`src/rtl/rxq_pkg.sv`:
```
package rxq_pkg;
  typedef struct packed {
    logic ne;
    logic half;
    logic full;
    logic ovf;
  } rxq_flags_t;
endpackage

```
`src/rtl/rxq_wrap_ctr.sv`:
```
module rxq_wrap_ctr #(
  parameter int DEPTH = 16,
  localparam int IDX_W = (DEPTH > 1) ? $clog2(DEPTH) : 1
) (
  input  logic             clk,
  input  logic             rst,
  input  logic             en,
  output logic [IDX_W-1:0] idx
);
  logic [IDX_W-1:0] idx_n;

  generate
    if ((1 << IDX_W) == DEPTH) begin : g_pow2
      always_comb idx_n = idx + 1'b1;
    end else begin : g_mod
      always_comb idx_n = (idx == IDX_W'(DEPTH - 1)) ? '0 : idx + 1'b1;
    end
  endgenerate

  always_ff @(posedge clk) begin
    if (rst) idx <= '0;
    else if (en) idx <= idx_n;
  end
endmodule

```
`src/rtl/rxq_occ_flags.sv`:
```
module rxq_occ_flags
  import rxq_pkg::*;
#(
  parameter int DEPTH = 16,
  localparam int CNT_W = $clog2(DEPTH + 1)
) (
  input  logic       clk,
  input  logic       rst,
  input  logic       push,
  input  logic       pop,
  input  logic       store_req,
  input  logic       ovf_clr,
  output rxq_flags_t flags
);
  logic [CNT_W-1:0] cnt, cnt_n;
  logic             ovf_n;

  always_comb begin
    case ({push, pop})
      2'b10:   cnt_n = cnt + 1'b1;
      2'b01:   cnt_n = cnt - 1'b1;
      default: cnt_n = cnt;
    endcase
  end

  // set has priority over clear; emptying increment clears as well
  always_comb begin
    if (store_req && !push)                ovf_n = 1'b1;
    else if (ovf_clr)                      ovf_n = 1'b0;
    else if (pop && cnt_n == '0)           ovf_n = 1'b0;
    else                                   ovf_n = flags.ovf;
  end

  always_ff @(posedge clk) begin
    if (rst) begin
      cnt   <= '0;
      flags <= '0;
    end else begin
      cnt        <= cnt_n;
      flags.ne   <= (cnt_n != '0);
      flags.half <= (cnt_n >= CNT_W'(DEPTH / 2));
      flags.full <= (cnt_n == CNT_W'(DEPTH));
      flags.ovf  <= ovf_n;
    end
  end
endmodule

```
`src/rtl/rxq_addr_gen.sv`:
```
module rxq_addr_gen #(
  parameter int DEPTH     = 16,
  parameter int ADDR_W    = 12,
  parameter int BASE_ADDR = 'h400,
  parameter int OBJ_BYTES = 16,
  localparam int IDX_W = (DEPTH > 1) ? $clog2(DEPTH) : 1
) (
  input  logic              clk,
  input  logic              rst,
  input  logic              en,
  input  logic [IDX_W-1:0]  rd_idx,
  output logic [ADDR_W-1:0] addr
);
  localparam logic [ADDR_W-1:0] BASE = ADDR_W'(BASE_ADDR);
  localparam logic [ADDR_W-1:0] STEP = ADDR_W'(OBJ_BYTES);

  logic last;
  assign last = (rd_idx == IDX_W'(DEPTH - 1));

  always_ff @(posedge clk) begin
    if (rst)       addr <= BASE;
    else if (en)   addr <= last ? BASE : addr + STEP;
  end
endmodule

```
`src/rtl/rx_msg_fifo_ctrl.sv`:
```
module rx_msg_fifo_ctrl
  import rxq_pkg::*;
#(
  parameter int DEPTH     = 16,
  parameter int ADDR_W    = 12,
  parameter int BASE_ADDR = 'h400,
  parameter int OBJ_BYTES = 16,
  localparam int IDX_W = (DEPTH > 1) ? $clog2(DEPTH) : 1
) (
  input  logic              clk,
  input  logic              rst,
  input  logic              store_i,
  input  logic              inc_i,
  input  logic              ovf_clr_i,
  output logic [IDX_W-1:0]  wr_idx_o,
  output logic [ADDR_W-1:0] user_addr_o,
  output logic              ne_o,
  output logic              half_o,
  output logic              full_o,
  output logic              ovf_o
);
  rxq_flags_t       flags;
  logic             push, pop;
  logic [IDX_W-1:0] rd_idx;

  assign push = store_i && !flags.full;
  assign pop  = inc_i && flags.ne;

  rxq_wrap_ctr #(.DEPTH(DEPTH)) u_wr_ctr (
    .clk(clk), .rst(rst), .en(push), .idx(wr_idx_o)
  );

  rxq_wrap_ctr #(.DEPTH(DEPTH)) u_rd_ctr (
    .clk(clk), .rst(rst), .en(pop), .idx(rd_idx)
  );

  rxq_occ_flags #(.DEPTH(DEPTH)) u_flags (
    .clk(clk), .rst(rst), .push(push), .pop(pop),
    .store_req(store_i), .ovf_clr(ovf_clr_i), .flags(flags)
  );

  rxq_addr_gen #(
    .DEPTH(DEPTH), .ADDR_W(ADDR_W), .BASE_ADDR(BASE_ADDR), .OBJ_BYTES(OBJ_BYTES)
  ) u_addr (
    .clk(clk), .rst(rst), .en(pop), .rd_idx(rd_idx), .addr(user_addr_o)
  );

  assign ne_o   = flags.ne;
  assign half_o = flags.half;
  assign full_o = flags.full;
  assign ovf_o  = flags.ovf;
endmodule

```
`config.mk`:
```
export PLATFORM = sky130hd
export DESIGN_NAME = rx_msg_fifo_ctrl
export DESIGN_NICKNAME = d
export VERILOG_FILES = /design/src/rtl/rxq_pkg.sv /design/src/rtl/rxq_wrap_ctr.sv /design/src/rtl/rxq_occ_flags.sv /design/src/rtl/rxq_addr_gen.sv /design/src/rtl/rx_msg_fifo_ctrl.sv
export SDC_FILE = /design/constraint.sdc
export NUM_CORES = 1
export LEC_CHECK = 0
export BUFFER_PORTS_ARGS = -buffer_cell sky130_fd_sc_hd__buf_2
export CAP_MARGIN = 0
export CORE_MARGIN = 4
export CORE_UTILIZATION = 54
export DETAILED_ROUTE_END_ITERATION = 10
export GPL_ROUTABILITY_DRIVEN = 0
export PLACE_DENSITY = 0.89
export SKIP_CTS_REPAIR_TIMING = 1
export SYNTH_ARGS = -nofsm -noshare
export SYNTH_HDL_FRONTEND = slang
export SYNTH_SLANG_ARGS = --single-unit
```
`constraint.sdc`:
```
create_clock -name clk -period 3.1 [get_ports clk]
set_input_delay 0.62 -clock clk [delete_from_list [all_inputs] [get_ports clk]]
set_output_delay 0.62 -clock clk [all_outputs]
set_load 0.005 [all_outputs]
```
==> flow_metrics.py, run 1 <==
metrics = {
    "status": {
        "status": "finished clean",
    },
    "yosys": {
        "synth_area_per_cell_sq_um": 8.72,
        "syn_area_sq_um": 1310,
        "yosys_warnings": 0,
        "ys_seq_area_share_pct": 38.3,
        "netlist_instances": 150,
        "synth_seq_cells": 25,
        "yosys.area.top_type_share_pct": 38.3,
        "synth_top_area_cell": "dfxtp_1",
        "ys_types": 41,
        "yosys-top-cells-area": "dfxtp_1, xor2_1, ha_1",
    },
    "clock_tree": {
        "cts_tree": "done",
        "cts_root_buffer": "clkbuf_4",
        "cts_buffer_depth": 2,
        "clock_sink_count": 25,
        "clk_pin_slew_ns": 0.14,
        "clock_latency_ns": 0.32,
        "cts_made_buffers": 3,
        "htree_num_levels": 1,
    },
    "floorplanning": {
        "rows": 17,
        "die_h_microns": 57.2,
        "ios": 25,
        "coreArea_sq_um": 2250,
        "die_w_microns": 57.2,
        "start_util_pct": 58.0,
        "die_area_sq_um": 3270,
    },
    "setup_path": {
        "critical_path_class": "primary input to register",
        "start_kind": "primary input",
        "reg2reg_slack_ns": 0.76,
        "rr_worst_depth": 8,
        "cp-startpoint": "store_i",
        "worstReg2RegEnd": "u_flags.flags[3]",
        "cp.arrival_ns": 2.59,
        "worstSetupEndpoint": "u_flags.flags[3]",
        "crit_path_end_kind": "register",
        "path_max_fanout": 8,
        "crit_required_ns": 3.30,
        "r2r_start": "u_flags.flags[1]",
    },
    "sta": {
        "tns_ns": 0,
        "grt_setup_unrepaired": "false",
        "finalCritPeriodShare_pct": 77.0,
        "final-max-slew-violation-count": 0,
        "post-route-min-period_ns": 2.39,
        "finalClockSkew_ns": 0.00295,
        "finalSetupViolations": 0,
        "clock.fmax_ghz": 0.419,
        "hold_viol": 0,
    },
    "final_layout": {
        "final_cell_area_sq_um": 1420,
        "layout.nets": 179,
        "antenna_cells": 0,
        "areaGrowthSynthToFinish_pct": 8.61,
        "finalCoreUtilization_pct": 63.0,
        "layout_common_cells": "dfxtp_1, buf_2, nor2_1",
        "final_common_cell": "dfxtp_1",
        "drive_gt1_share_pct": 19.8,
    },
    "power": {
        "intPower_w": 0.000498,
        "leakagePower_nw": 0.631,
        "power_density_nw_per_um2": 533,
        "comb_power_share_pct": 29.1,
        "irDropWorstVdd_mv": 0.416,
        "p_switching_w": 0.000259,
        "p_sw_share_pct": 34.2,
        "pwr-share-seq_pct": 51.4,
        "power.share.clock_pct": 19.5,
    },
    "routing": {
        "first_pass_iters": 4,
        "drtAntennaViolNets": 0,
        "viasPerCell": 5.55,
        "vias": 1083,
        "drtIter0Drc": 40,
        "wire_per_inst_microns": 14.0,
        "drc_errors": 0,
        "finalWirelength_mm": 2.72,
    },
    "grt": {
        "grtUsageMet3_pct": 4.30,
        "gr-total-overflow": 0,
        "gr-max-usage-layer": "met2",
        "grt_use_total_pct": 17.1,
        "grt_max_degree": 20,
        "grt_pass1_wl_mm": 4.49,
        "grt_pass1_vias": 1038,
        "antenna_found_initial": 0,
        "grt_use_met2_pct": 33.3,
        "grt.met1_usage_pct": 18.5,
    },
    "min_path": {
        "min-delay-path-class": "register to register",
        "min_from": "u_wr_ctr.idx[1]",
    },
    "placed_design": {
        "dpl_cell_area_sq_um": 1390,
        "io_buffers": 20,
        "place.detailed.hpwl_mm": 2.11,
    },
    "run": {
        "drv_cap": 0,
    },
}
-- power groups by stage --
stage,sequential [W],clock [W],combinational [W]
2_1_floorplan,0.000381,0,0.000185
3_3_place_gp,0.000393,0,0.000206
3_5_place_dp,0.000395,0,0.000218
4_1_cts,0.000388,0.000151,0.000220
5_1_grt,0.000394,0.000166,0.000242
6_report,0.000390,0.000148,0.000220
-- sequential cells by signal, indices dropped and copies added (netlist names) --
signal and flops:
u_addr.addr 8, u_flags.cnt 5, u_flags.flags 4, u_rd_ctr.idx 4
u_wr_ctr.idx 4
-- layer usage --
| layer | wire length, microns | vias up |
|---|---|---|
| li1 | - | 552 |
| met1 | 1100 | 502 |
| met2 | 1490 | 27 |
| met3 | 112 | 2 |
| met4 | 13 | 0 |
| met5 | 0 | - |
-- worst min path at each step --
stage                       to  slack (ns)  cells after the start
2_1_floorplan  u_rd_ctr.idx[1]        0.45                      2
3_3_place_gp   u_rd_ctr.idx[1]        0.48                      2
3_5_place_dp   u_wr_ctr.idx[1]        0.49                      2
4_1_cts        u_wr_ctr.idx[1]        0.50                      2
5_1_grt        u_rd_ctr.idx[1]        0.52                      2
6_report       u_wr_ctr.idx[1]        0.50                      2
-- critical path, stage by stage --
cell and delay (ns):
buf_2 0.08, nor2b_1 0.23, inv_2 0.12, ha_1 0.30
and2_4 0.18, a221o_1 0.36, a22o_1 0.26, a211oi_2 0.30
a31oi_1 0.14
-- cell usage after synthesis, drive strengths merged --
library cell / n
and4: 1
buf: 9
inv: 4
nand2b: 2
nor2b: 3
and3: 3
a21o: 3
nand3: 4
a211oi: 2
nand4: 6
and2: 2
a41oi: 1
o211ai: 2
clkbuf: 2
o31ai: 1
xnor2: 4
a21oi: 6
a31o: 2
a22o: 1
a31oi: 4
dfxtp: 25
nor3: 2
xor2: 11
conb: 1
nor4bb: 1
or3: 1
o21ai: 1
o2111ai: 1
mux2i: 1
ha: 6
o211a: 1
nor2: 19
nand2: 15
nor3b: 1
a41o: 1
a221o: 1
-- per-stage QoR --
| stage | total power, W | setup slack (ns) | hold WS (ns) | cells |
|---|---|---|---|---|
| 6_report | 0.000757 | 0.712 | 0.505 | 195 |
| 4_1_cts | 0.000759 | 0.728 | 0.504 | 195 |
| 5_1_grt | 0.000802 | 0.585 | 0.524 | 195 |
| 2_1_floorplan | 0.000566 | 0.436 | 0.454 | 153 |
| 3_5_place_dp | 0.000613 | 0.379 | 0.486 | 191 |
| 3_3_place_gp | 0.000599 | 0.475 | 0.477 | 191 |
-- kinds of logic (layout without fill, tap and decap cells) --
kind of cell | after synthesis | in the layout | synth area share, %
buffers and inverters | 15 | 29 | 6.41
muxes | 1 | 1 | 0.766
DFF | 25 | 25 | 38.3
and+or+nand+nor | 60 | 60 | 22.9
xor gates and xnor gates | 15 | 15 | 10.0
adders and majority gates | 6 | 6 | 5.74
AOI/OAI and AO/OA | 27 | 27 | 15.6
other | 1 | 4 | 0.287
-- area by class of cell --
cell class	count	area, sq um
flip-flops and latches	25	500
well taps	28	35.0
repair buffers	21	108
clock inverters	1	5.00
fillers	216	835
inverters	4	15.0
clock buffers	3	22.5
multi-input cells	113	734
Note: power is estimated with default switching activity, not from simulation.
==> inputs of run 2 (changes only) <==
--- a/config.mk
+++ b/config.mk
@@ -8,10 +8,10 @@
 export BUFFER_PORTS_ARGS = -buffer_cell sky130_fd_sc_hd__buf_2
 export CAP_MARGIN = 0
 export CORE_MARGIN = 4
-export CORE_UTILIZATION = 54
+export CORE_UTILIZATION = 48
 export DETAILED_ROUTE_END_ITERATION = 10
 export GPL_ROUTABILITY_DRIVEN = 0
-export PLACE_DENSITY = 0.89
+export PLACE_DENSITY = 0.84
 export SKIP_CTS_REPAIR_TIMING = 1
 export SYNTH_ARGS = -nofsm -noshare
 export SYNTH_HDL_FRONTEND = slang
==> constraint.sdc (replaced) <==
create_clock -name clk -period 2.1 [get_ports clk]
set_input_delay 0.42 -clock clk [delete_from_list [all_inputs] [get_ports clk]]
set_output_delay 0.42 -clock clk [all_outputs]
set_load 0.005 [all_outputs]
==> flow_metrics.py, run 2 (synthesis results as in run 1) <==
metrics = {
    "power": {
        "power_density_nw_per_um2": 770,
        "power.share.clock_pct": 18.4,
        "irDropWorstVdd_mv": 0.548,
        "comb_power_share_pct": 35.8,
        "leakagePower_nw": 0.708,
        "pwr-share-seq_pct": 45.8,
        "total_power_w": 0.00125,
        "p_switching_w": 0.000437,
        "p_sw_share_pct": 35.0,
        "intPower_w": 0.000811,
    },
    "sta": {
        "finalSetupViolations": 2,
        "setup_slack_ns": -0.0343,
        "hold_viol": 0,
        "grt_setup_unrepaired": "true",
        "post-route-min-period_ns": 2.13,
        "finalClockSkew_ns": 0.00114,
        "clock.fmax_ghz": 0.469,
        "finalCritPeriodShare_pct": 102,
        "final-max-slew-violation-count": 0,
    },
    "grt": {
        "grt.met1_usage_pct": 19.0,
        "gr-max-usage-layer": "met2",
        "grtUsageMet3_pct": 3.24,
        "grt_use_total_pct": 17.8,
        "grt_pass1_vias": 1160,
        "gr-total-overflow": 0,
        "grt_max_degree": 19,
        "antenna_found_initial": 0,
        "grt_use_met2_pct": 32.4,
        "grt_pass1_wl_mm": 4.83,
    },
    "setup_path": {
        "path_max_fanout": 3,
        "critical_path_class": "register to register",
        "start_kind": "register",
        "worst_path_dominant_cell_family": "simple AND/OR/NAND/NOR gates",
        "crit_path_end_kind": "register",
        "cp_cell_sequence": "nor2b_4 -> nor2_4 -> xor2_1 -> ha_2 -> a21o_1 -> and3_4 -> or3_4 -> a31oi_4 -> a31oi_1",
        "crit_required_ns": 2.34,
        "cp.arrival_ns": 2.37,
        "max_stage_delay_ns": 0.41,
        "cpMaxStageDelayCell": "or3_4",
        "path_buf_inv": 0,
    },
    "final_layout": {
        "antenna_cells": 0,
        "final_common_cell": "dfxtp_1",
        "areaGrowthSynthToFinish_pct": 23.9,
        "drive_gt1_share_pct": 33.1,
        "layout.nets": 193,
        "layout_common_cells": "dfxtp_1, buf_2, nor2_1",
        "reg.largest.list": "u_addr.addr x8, u_flags.cnt x5",
        "largest_reg_flops": 8,
        "top_register": "u_addr.addr",
    },
    "clock_tree": {
        "cts_tree": "done",
        "clock_latency_ns": 0.33,
        "clk_pin_slew_ns": 0.14,
        "htree_num_levels": 1,
        "clock_sink_count": 25,
        "cts_buffer_depth": 2,
        "cts_root_buffer": "clkbuf_4",
        "cts_made_buffers": 3,
    },
    "placed_design": {
        "io_buffers": 20,
        "place.detailed.hpwl_mm": 2.22,
        "pre_cts_ws_ns": -0.294,
    },
    "floorplanning": {
        "die_area_sq_um": 3620,
        "die_w_microns": 60.2,
        "die_h_microns": 60.2,
        "rows": 18,
        "coreArea_sq_um": 2540,
        "start_util_pct": 51.4,
        "ios": 25,
    },
    "routing": {
        "finalWirelength_mm": 3.06,
        "viasPerCell": 5.65,
        "drtIter0Drc": 41,
        "vias": 1192,
        "first_pass_iters": 4,
        "drc_errors": 0,
        "wire_per_inst_microns": 14.5,
        "drtAntennaViolNets": 0,
    },
    "status": {
        "failed_checks": "setup timing",
        "status": "finished with violations",
    },
    "run": {
        "drv_cap": 0,
    },
    "min_path": {
        "min-delay-path-class": "primary input to register",
    },
}
run 2: power groups by stage:
stage | logic (W) | clock network [W] | registers, W
floorplan | 0.000306 | 0 | 0.000566
global placement | 0.000395 | 0 | 0.000574
detailed placement | 0.000413 | 0 | 0.000579
CTS | 0.000417 | 0.000232 | 0.000567
global route | 0.000487 | 0.000255 | 0.000578
finish | 0.000447 | 0.000230 | 0.000572
run 2: area by class of cell:
class                      count  area [sq um]
clock buffer                   3          22.5
inverter                       4          20.0
clock inverter                 1          7.51
sequential                    25           503
timing repair buffer          35           213
fill                         210           925
multi-input combinational    113           817
tap                           30          37.5
run 2: metrics by stage:
stage	setup TNS [ns]	hold slack, ns	std cells	util (%)	area (sq um)
floorplan	-0.282	0.454	153	-	1380
global placement	-0.880	0.467	207	60.7	1550
detailed placement	-1.27	0.480	207	60.7	1550
CTS	-0.120	0.436	211	61.9	1580
global route	-0.344	0.443	211	63.7	1620
finish	-0.0528	0.434	211	63.7	1620
run 2: path summary, 6_finish.rpt:
| check | start | end | slack, ns | cells after the start |
|---|---|---|---|---|
| worst max-delay path | u_flags.flags[1] | u_flags.flags[0] | -0.03 | 9 |
| worst min-delay path | rst | u_flags.cnt[4] | 0.43 | 2 |
| worst max register to register | u_flags.flags[1] | u_flags.flags[0] | -0.03 | 9 |
| worst min register to register | u_wr_ctr.idx[1] | u_wr_ctr.idx[1] | 0.50 | 2 |
run 2: layer usage:
layer  up-vias  routed length (microns)
li1        578                        -
met1       568                     1290
met2        40                     1550
met3         6                      151
met4         0                       68
met5         -                        0
==> inputs of run 3 (changes only) <==
==> constraint.sdc (replaced) <==
create_clock -name clk -period 2.1 [get_ports clk]
set_input_delay 0.42 -clock clk [delete_from_list [all_inputs] [get_ports clk]]
set_output_delay 0.42 -clock clk [all_outputs]
set_load 0.05 [all_outputs]
==> flow_metrics.py, run 3 (synthesis results as in run 1) <==
metrics = {
    "setup_path": {
        "path_max_fanout": 3,
        "max_stage_delay_ns": 0.37,
        "crit_required_ns": 2.33,
        "cpMaxStageDelayCell": "dfxtp_4",
        "crit_path_end_kind": "register",
        "start_kind": "register",
        "worst_path_dominant_cell_family": "compound AO/OA/AOI/OAI gates",
        "cp.arrival_ns": 2.45,
        "critical_path_class": "register to register",
        "path_buf_inv": 2,
        "cp_cell_sequence": "nor2b_1 -> buf_4 -> nor2_4 -> xor2_1 -> ha_2 -> o211ai_1 -> o31ai_2 -> a211oi_2 -> a211oi_2 -> buf_4 -> nor4bb_4",
    },
    "final_layout": {
        "drive_gt1_share_pct": 31.3,
        "reg.largest.list": "u_addr.addr x8, u_flags.cnt x5",
        "fillerInstances": 219,
        "areaGrowthSynthToFinish_pct": 22.9,
        "final_common_cell": "dfxtp_1",
        "final_cell_area_sq_um": 1610,
        "antenna_cells": 0,
        "layout_common_cells": "dfxtp_1, buf_2, nor2_1",
        "largest_reg_flops": 8,
        "finalCoreUtilization_pct": 63.1,
        "layout.nets": 194,
        "top_register": "u_addr.addr",
    },
    "placed_design": {
        "io_buffers": 20,
        "place.detailed.hpwl_mm": 2.20,
        "dpl_cell_area_sq_um": 1550,
        "pre_cts_ws_ns": -0.365,
    },
    "sta": {
        "post-route-min-period_ns": 2.22,
        "finalSetupViolations": 5,
        "final-max-slew-violation-count": 0,
        "clock.fmax_ghz": 0.451,
        "finalClockSkew_ns": 0.00112,
        "setup_slack_ns": -0.119,
        "grt_setup_unrepaired": "true",
        "finalCritPeriodShare_pct": 106,
        "hold_viol": 0,
    },
    "routing": {
        "viasPerCell": 5.61,
        "vias": 1189,
        "drc_errors": 0,
        "drtIter0Drc": 84,
        "first_pass_iters": 4,
        "finalWirelength_mm": 2.94,
        "wire_per_inst_microns": 13.8,
        "drtAntennaViolNets": 0,
    },
    "clock_tree": {
        "clk_pin_slew_ns": 0.14,
        "cts_root_buffer": "clkbuf_4",
        "cts_buffer_depth": 2,
        "htree_num_levels": 1,
        "cts_tree": "done",
        "cts_made_buffers": 3,
        "clock_sink_count": 25,
        "clock_latency_ns": 0.31,
    },
    "run": {
        "drv_cap": 0,
    },
    "floorplanning": {
        "rows": 18,
        "die_w_microns": 60.2,
        "ios": 25,
        "start_util_pct": 51.4,
        "coreArea_sq_um": 2540,
        "die_area_sq_um": 3620,
        "die_h_microns": 60.2,
    },
    "power": {
        "comb_power_share_pct": 40.4,
        "irDropWorstVdd_mv": 0.561,
        "leakagePower_nw": 0.726,
        "power_density_nw_per_um2": 822,
        "intPower_w": 0.000814,
        "p_switching_w": 0.000506,
        "p_sw_share_pct": 38.3,
        "pwr-share-seq_pct": 43.3,
        "power.share.clock_pct": 16.4,
    },
    "grt": {
        "grt_pass1_vias": 1135,
        "grt_pass1_wl_mm": 4.91,
        "grt_use_total_pct": 17.9,
        "antenna_found_initial": 0,
        "grt_max_degree": 19,
        "gr-total-overflow": 0,
    },
    "status": {
        "status": "finished with violations",
        "failed_checks": "setup timing",
    },
    "min_path": {
        "min-delay-path-class": "primary input to register",
    },
}
## run 3: per-stage QoR
step | power (W) | TNS, ns | hold WS [ns] | std cells
final | 0.00132 | -0.375 | 0.457 | 212
after floorplan | 0.000964 | -0.308 | 0.454 | 153
after global routing | 0.00141 | -0.886 | 0.448 | 212
after detailed placement | 0.00109 | -1.50 | 0.478 | 207
after CTS | 0.00130 | -0.428 | 0.418 | 211
after global placement | 0.00106 | -0.983 | 0.466 | 207
## run 3: final timing paths
| kind | start | end | slack [ns] | depth (start not counted) |
|---|---|---|---|---|
| worst max-delay path | u_flags.flags[1] | u_flags.flags[1] | -0.12 | 11 |
| worst min-delay path | ovf_clr_i | u_flags.flags[0] | 0.46 | 4 |
| worst max register to register | u_flags.flags[1] | u_flags.flags[1] | -0.12 | 11 |
| worst min register to register | u_rd_ctr.idx[1] | u_rd_ctr.idx[1] | 0.49 | 2 |
## run 3: power groups by stage
stage                     registers [W]  logic [W]  clock network, W
after floorplan                0.000644   0.000320                 0
after global placement         0.000577   0.000485                 0
after detailed placement       0.000580   0.000506                 0
after CTS                      0.000570   0.000509          0.000222
after global routing           0.000577   0.000578          0.000254
final                          0.000571   0.000533          0.000216
## run 3: final cells by class
| type | instances | area (sq um) | area share (%) |
|---|---|---|---|
| multi-input cells | 113 | 793 | 49.4 |
| repair buffers | 36 | 220 | 13.7 |
| clock buffers | 3 | 22.5 | 1.40 |
| clock inverters | 1 | 5.00 | 0.312 |
| flip-flops and latches | 25 | 508 | 31.6 |
| well taps | 30 | 37.5 | 2.34 |
| inverters | 4 | 20.0 | 1.25 |
## run 3: worst reg2reg max path, delay by kind of cell (launching register included)
kind            cells  cell delay [ns]
buf+inv             2             0.31
compound gates      4             0.71
flops               1             0.37
simple gates        3             0.41
fa+ha+maj           1             0.18
xor+xnor            1             0.15
## run 3: metal layers
layer / global-route usage, % / wire length, microns / up-vias / share of wire [%]
met4: 8.54 / 74 / 0 / 2.5
met2: 31.8 / 1540 / 24 / 52
met1: 20.7 / 1230 / 570 / 42
li1: - / - / 587 / -
met5: 0 / 0 / - / 0
met3: 2.81 / 100 / 8 / 3.4
